==> src/rtl/irq_redir_pkg.sv <==
package irq_redir_pkg;

   localparam int ENTRY_W       = 64;
   localparam int VEC_LSB       = 0;
   localparam int DLV_LSB       = 8;
   localparam int DSTMODE_BIT   = 11;
   localparam int SENSE_BIT     = 15;
   localparam int MASK_BIT      = 16;
   localparam int DEST_LSB      = 48;

   localparam logic [31:0] ADDR_BASE = 32'hFEE0_0000;
   localparam int ADDR_DEST_LSB    = 12;
   localparam int ADDR_DSTMODE_BIT = 2;
   localparam int DATA_DLV_LSB     = 8;
   localparam int DATA_SENSE_BIT   = 15;

   typedef struct packed {
      logic [15:0] dest;
      logic        mask;
      logic        sense;    // 1: level, 0: edge
      logic        dstmode;
      logic [2:0]  dlv;
      logic [7:0]  vec;
   } redir_fields_t;

   localparam redir_fields_t FIELDS_RESET = '{dest: 16'h0, mask: 1'b1, sense: 1'b0,
                                             dstmode: 1'b0, dlv: 3'h0, vec: 8'h0};

   function automatic redir_fields_t pick_fields(input logic [ENTRY_W-1:0] e);
      redir_fields_t f;
      f.dest    = e[DEST_LSB +: 16];
      f.mask    = e[MASK_BIT];
      f.sense   = e[SENSE_BIT];
      f.dstmode = e[DSTMODE_BIT];
      f.dlv     = e[DLV_LSB +: 3];
      f.vec     = e[VEC_LSB +: 8];
      return f;
   endfunction

   function automatic logic [31:0] form_addr(input redir_fields_t f);
      return ADDR_BASE | (32'(f.dest) << ADDR_DEST_LSB)
                       | (32'(f.dstmode) << ADDR_DSTMODE_BIT);
   endfunction

   function automatic logic [31:0] form_data(input redir_fields_t f);
      return 32'(f.vec) | (32'(f.dlv) << DATA_DLV_LSB)
                        | (32'(f.sense) << DATA_SENSE_BIT);
   endfunction

endpackage

==> src/rtl/irq_line_intake.sv <==
module irq_line_intake #(
   parameter int NUM_PINS   = 24,
   parameter bit REMAP_ZERO = 1'b1
) (
   input  logic                clk,
   input  logic                rst_n,
   input  logic [NUM_PINS-1:0] pins_in,
   output logic [NUM_PINS-1:0] line_o,
   output logic [NUM_PINS-1:0] rise_o
);
   logic [NUM_PINS-1:0] line_prev_q;

   generate
      if (REMAP_ZERO) begin : g_remap
         always_comb begin
            line_o    = pins_in;
            line_o[2] = pins_in[0] | pins_in[2];
            line_o[0] = 1'b0;
         end
      end else begin : g_direct
         assign line_o = pins_in;
      end
   endgenerate

   always_ff @(posedge clk) begin
      if (!rst_n) line_prev_q <= '0;
      else        line_prev_q <= line_o;
   end

   assign rise_o = line_o & ~line_prev_q;
endmodule

==> src/rtl/irq_pending_bank.sv <==
module irq_pending_bank #(
   parameter int NUM_PINS = 24
) (
   input  logic                clk,
   input  logic                rst_n,
   input  logic [NUM_PINS-1:0] line_i,
   input  logic [NUM_PINS-1:0] rise_i,
   input  logic [NUM_PINS-1:0] mask_i,
   input  logic [NUM_PINS-1:0] level_i,
   input  logic [NUM_PINS-1:0] served_i,
   output logic [NUM_PINS-1:0] pend_o
);
   generate
      for (genvar i = 0; i < NUM_PINS; i++) begin : g_pin
         always_ff @(posedge clk) begin
            if (!rst_n)                      pend_o[i] <= 1'b0;
            else if (level_i[i])             pend_o[i] <= line_i[i];
            else if (rise_i[i] && !mask_i[i]) pend_o[i] <= 1'b1;
            else if (served_i[i])            pend_o[i] <= 1'b0;
         end
      end
   endgenerate
endmodule

==> src/rtl/irq_entry_table.sv <==
module irq_entry_table
   import irq_redir_pkg::*;
#(
   parameter int NUM_PINS = 24,
   parameter int IDX_W    = 5
) (
   input  logic                clk,
   input  logic                rst_n,
   input  logic                ld_valid,
   input  logic [IDX_W-1:0]    ld_pin,
   input  logic [ENTRY_W-1:0]  ld_entry,
   input  logic [NUM_PINS-1:0] set_remote_i,
   input  logic [IDX_W-1:0]    sel_idx,
   output redir_fields_t       sel_fields,
   output logic [NUM_PINS-1:0] mask_o,
   output logic [NUM_PINS-1:0] level_o,
   output logic [NUM_PINS-1:0] remote_o
);
   redir_fields_t fields_q [NUM_PINS];
   redir_fields_t ld_fields;

   assign ld_fields = pick_fields(ld_entry);

   generate
      for (genvar i = 0; i < NUM_PINS; i++) begin : g_ent
         localparam logic [IDX_W-1:0] MY_IDX = IDX_W'(i);
         logic hit;
         assign hit = ld_valid && (ld_pin == MY_IDX);

         always_ff @(posedge clk) begin
            if (!rst_n) begin
               fields_q[i] <= FIELDS_RESET;
               remote_o[i] <= 1'b0;
            end else begin
               if (hit) fields_q[i] <= ld_fields;
               if (hit && !ld_fields.sense) remote_o[i] <= 1'b0;
               else if (set_remote_i[i])    remote_o[i] <= 1'b1;
            end
         end

         assign mask_o[i]  = fields_q[i].mask;
         assign level_o[i] = fields_q[i].sense;
      end
   endgenerate

   always_comb begin
      sel_fields = FIELDS_RESET;
      for (int i = 0; i < NUM_PINS; i++)
         if (sel_idx == IDX_W'(i)) sel_fields = fields_q[i];
   end
endmodule

==> src/rtl/irq_pick_lowest.sv <==
module irq_pick_lowest #(
   parameter int NUM_PINS = 24,
   parameter int IDX_W    = 5
) (
   input  logic [NUM_PINS-1:0] req_i,
   output logic [NUM_PINS-1:0] grant_o,
   output logic [IDX_W-1:0]    idx_o,
   output logic                any_o
);
   always_comb begin
      grant_o = '0;
      idx_o   = '0;
      any_o   = 1'b0;
      for (int i = 0; i < NUM_PINS; i++) begin
         if (!any_o && req_i[i]) begin
            grant_o[i] = 1'b1;
            idx_o      = IDX_W'(i);
            any_o      = 1'b1;
         end
      end
   end
endmodule

==> src/rtl/irq_redirect_ctrl.sv <==
module irq_redirect_ctrl
   import irq_redir_pkg::*;
#(
   parameter int NUM_PINS   = 24,
   parameter bit REMAP_ZERO = 1'b1
) (
   input  logic                        clk,
   input  logic                        rst_n,
   input  logic [NUM_PINS-1:0]         irq_pins,
   input  logic                        ld_valid,
   input  logic [$clog2(NUM_PINS)-1:0] ld_pin,
   input  logic [63:0]                 ld_entry,
   output logic                        msg_valid,
   input  logic                        msg_ready,
   output logic [31:0]                 msg_addr,
   output logic [31:0]                 msg_data
);
   localparam int IDX_W = $clog2(NUM_PINS);

   generate
      if (NUM_PINS < 3 || NUM_PINS > 32) begin : g_bad_cfg
         $error("irq_redirect_ctrl: NUM_PINS must lie in 3..32");
      end
   endgenerate

   logic [NUM_PINS-1:0] line_vec, rise_vec, pend_vec;
   logic [NUM_PINS-1:0] mask_vec, level_vec, remote_vec;
   logic [NUM_PINS-1:0] cand_vec, grant_vec, issue_vec;
   logic [IDX_W-1:0]    grant_idx;
   logic                grant_any, slot_free, issue;
   redir_fields_t       sel_fields;

   irq_line_intake #(.NUM_PINS(NUM_PINS), .REMAP_ZERO(REMAP_ZERO)) u_intake (
      .clk(clk), .rst_n(rst_n), .pins_in(irq_pins),
      .line_o(line_vec), .rise_o(rise_vec));

   irq_pending_bank #(.NUM_PINS(NUM_PINS)) u_pend (
      .clk(clk), .rst_n(rst_n), .line_i(line_vec), .rise_i(rise_vec),
      .mask_i(mask_vec), .level_i(level_vec),
      .served_i(issue_vec & ~level_vec), .pend_o(pend_vec));

   irq_entry_table #(.NUM_PINS(NUM_PINS), .IDX_W(IDX_W)) u_table (
      .clk(clk), .rst_n(rst_n), .ld_valid(ld_valid), .ld_pin(ld_pin),
      .ld_entry(ld_entry), .set_remote_i(issue_vec & level_vec),
      .sel_idx(grant_idx), .sel_fields(sel_fields),
      .mask_o(mask_vec), .level_o(level_vec), .remote_o(remote_vec));

   assign cand_vec = pend_vec & ~mask_vec & ~(level_vec & remote_vec);

   irq_pick_lowest #(.NUM_PINS(NUM_PINS), .IDX_W(IDX_W)) u_pick (
      .req_i(cand_vec), .grant_o(grant_vec), .idx_o(grant_idx), .any_o(grant_any));

   assign slot_free = !msg_valid || msg_ready;
   assign issue     = grant_any && slot_free;
   assign issue_vec = grant_vec & {NUM_PINS{issue}};

   always_ff @(posedge clk) begin
      if (!rst_n) begin
         msg_valid <= 1'b0;
         msg_addr  <= '0;
         msg_data  <= '0;
      end else if (issue) begin
         msg_valid <= 1'b1;
         msg_addr  <= form_addr(sel_fields);
         msg_data  <= form_data(sel_fields);
      end else if (msg_ready) begin
         msg_valid <= 1'b0;
      end
   end
endmodule

==> config.mk <==
export PLATFORM = sky130hd
export DESIGN_NAME = irq_redirect_ctrl
export DESIGN_NICKNAME = d
export VERILOG_FILES = /design/src/rtl/irq_redir_pkg.sv /design/src/rtl/irq_line_intake.sv /design/src/rtl/irq_pending_bank.sv /design/src/rtl/irq_entry_table.sv /design/src/rtl/irq_pick_lowest.sv /design/src/rtl/irq_redirect_ctrl.sv
export SDC_FILE = /design/constraint.sdc
export NUM_CORES = 1
export LEC_CHECK = 0
export CAP_MARGIN = 20
export CORE_UTILIZATION = 40
export DETAILED_ROUTE_END_ITERATION = 16
export SLEW_MARGIN = 20
export SYNTH_ARGS = -nofsm -noshare
export SYNTH_HDL_FRONTEND = slang
export SYNTH_SLANG_ARGS = --single-unit
==> constraint.sdc <==
create_clock -name clk -period 2.5 [get_ports clk]
set_clock_uncertainty 0.1 [all_clocks]
set_input_delay 0.5 -clock clk [delete_from_list [all_inputs] [get_ports clk]]
set_output_delay 0.5 -clock clk [all_outputs]
set_load 0.1 [all_outputs]
==> impl_metrics.toml <==
[routing]
postRouteAntennaNets = 0
vias_per_cell = 5.690
drt_iter0_markers = 2458
drt_pass1_iterations = 6
wire_per_inst_microns = 24.56
vias = 22360
drt-total-wl_mm = 96.53
route.detailed.drc = 0

[cts]
cts.htree.levels = 3
clock_latency_ps = 620
cts_hold_buf = 0
clk_pin_slew_worst_paths_ps = 50
cts_max_path_buffers = 3
numCtsBuffers = 73
root_buffer = "clkbuf_16"
cts.sinks = 669
cts_tree = "yes"

[cells_and_area]
multi_input_area_sq_mm = 0.01145
seq_area_sq_mm = 0.01915
nets = 3002
final_cell_mix = "and2_1, edfxtp_1, buf_4"
final_area_sq_mm = 0.03934
final_common_cell = "and2_1"
syn2layout_area_growth_pct = 31.07
n_fill_cell = 6254
drive_above_1_share = 0.2503

[power_and_ir_drop]
power_density_mw_per_mm2 = 715.8
power_w = 0.02816
vdd_ir_drop_max_uv = 469.3
p_leak_nw = 14.47

[timing]
grt_setup_unrepaired = "yes"
setup_ws_ps = -213.7
max_freq_mhz = 368.5
finalSetupViolations = 36
drv_slew = 0
period_share = 1.085
min_period_ps = 2714
tns_ps = -3959
hold_viol_final = 0
worst_hold_slack_ps = 212.0

[global_route]
track_usage = 0.2429
grt_max_degree = 48
grt_antenna_before_repair = 3
grt-ovfl-total = 0
grt_pass1_wl_mm = 137.1
grt_pass1_vias = 21700

[die]
num_rows = 100
fp.coreArea_sq_mm = 0.07432
dieHeight_microns = 275.9
pin_count = 162
start_util = 0.4038
dieArea_sq_mm = 0.07613
die_w_microns = 275.9

[worst_hold_path]
hp-class = "in2reg"

[synth]
seq_area_frac_synth = 0.6380
synth_flop_cell = "edfxtp_1"
syn_area_per_cell_sq_um = 11.77
synth_top_area_frac = 0.5753
ys_warn_count = 0
syn_inst = 2550
ys_async_sr_fraction = 0
yosys.cell_types.count = 64
synth.area.top_cells = "edfxtp_1, and2_1, dfxtp_1"
synth_area_sq_mm = 0.03001
synth_edf_count = 575
synth-seq-cells = 669
synth_top_cell_by_area = "edfxtp_1"

[critical_path]
crit_arrival_ps = 3140
crit_fanout = 4
start_kind = "register"
endpoint_kind = "register"
r2r_setup_slack_ps = -210
critical_path_class = "reg2reg"
worstPathRequired_ps = 2930

[outcome]
status = "complete, but fails checks"
violations = "setup timing"

[place]
dpl_cell_area_sq_mm = 0.03463
dp_hpwl_mm = 60.59
gp_congestion = 0.9415
io_buffer_count = 90
place_ws_ps = -503.6

[flow_run]
max-cap-violations = 0
-- Yosys cell counts, types with 3 or more instances --
| library cell | n |
|---|---|
| a2111oi_0 | 7 |
| a22oi_1 | 45 |
| a41oi_1 | 3 |
| a31oi_1 | 20 |
| buf_2 | 5 |
| dfxtp_1 | 94 |
| o211ai_1 | 5 |
| nor2_1 | 110 |
| nor3_1 | 29 |
| a32oi_1 | 3 |
| a21boi_0 | 22 |
| a2bb2oi_1 | 4 |
| nand2_1 | 159 |
| inv_1 | 18 |
| and3_1 | 55 |
| o2bb2ai_1 | 21 |
| buf_4 | 41 |
| nand3b_1 | 10 |
| o21ai_0 | 99 |
| o211a_1 | 18 |
| a222oi_1 | 22 |
| o22ai_1 | 62 |
| clkbuf_1 | 194 |
| nand2b_1 | 36 |
| a221o_1 | 3 |
| nand4_1 | 6 |
| and2_1 | 590 |
| a21oi_1 | 113 |
| a311oi_1 | 4 |
| or3_1 | 23 |
| o221ai_1 | 19 |
| a211oi_1 | 6 |
| buf_1 | 4 |
| o311ai_0 | 3 |
| edfxtp_1 | 575 |
| nand3_1 | 31 |
| nor2b_1 | 27 |
| a221oi_1 | 28 |
-- through the flow --
| step | cells | util |
|---|---|---|
| floorplan | 2580 | - |
| global placement | 3725 | 0.4659 |
| detailed placement | 3726 | 0.4660 |
| CTS | 3891 | 0.5125 |
| global route | 3930 | 0.5293 |
| finish | 3930 | 0.5293 |
-- report_power, final --
group	switching (W)	internal (W)	total (W)
clock network	0.00443	0.00592	0.0103
logic	0.00302	0.00168	0.00470
registers	0.000346	0.0128	0.0131
-- final timing paths --
path                             from              endpoint  depth (start not counted)
max          u_table.fields_q[10][13]          msg_data[10]                         11
min                             rst_n  u_table.remote_o[11]                          3
max reg2reg  u_table.fields_q[10][13]          msg_data[10]                         11
min reg2reg         u_pend.pend_o[16]     u_pend.pend_o[16]                          2
-- final cells by class --
type / instances / share of cell area
sequential: 669 / 0.4870
tap: 969 / 0.03082
clock inverter: 21 / 0.005694
inverter: 18 / 0.001718
multi-input combinational: 1653 / 0.2910
timing repair buffer: 490 / 0.1325
antenna: 1 / 0.00006362
clock buffer: 109 / 0.05118
-- worst max-delay path, cell delays in order, from the launching register on --
cell and delay, ps:
edfxtp_1 390, nor2b_4 60, a222oi_1 440, buf_4 240
nand2_8 70, buf_4 140, nor3_4 220, buf_6 160
a221o_1 140, o211ai_1 170, a31o_2 290, a211oi_2 190
-- layer usage --
| metal | part of all wire | routed length, microns | global-route usage |
|---|---|---|---|
| met4 | 0.035 | 3410 | 0.08473 |
| met2 | 0.47 | 45580 | 0.3977 |
| met3 | 0.074 | 7180 | 0.03121 |
| met5 | 0.00013 | 13 | 0 |
| met1 | 0.42 | 40340 | 0.3321 |
-- sequential cells by signal, indices dropped and copies added (netlist names) --
signal / cells
u_pend.pend_o: 23
u_table.fields_q: 575
msg_valid: 1
msg_addr: 12
u_table.remote_o: 23
msg_data: 12
u_intake.line_prev_q: 23
-- what timing repair did --
action	CTS	global route
gates resized for setup	182	177
endpoints found under the setup margin	54	67
pin swaps	21	76
cloned	5	16
buffers inserted	31	28
-- cells by family after synthesis --
group                  synth area share
multiplexers                  0.0006671
buffers and inverters           0.03811
AO/OA/AOI/OAI                    0.1210
flip-flops                       0.6380
other                         0.0001250
AND/OR/NAND/NOR                  0.2020
Note: power is estimated with default switching activity, not from simulation.
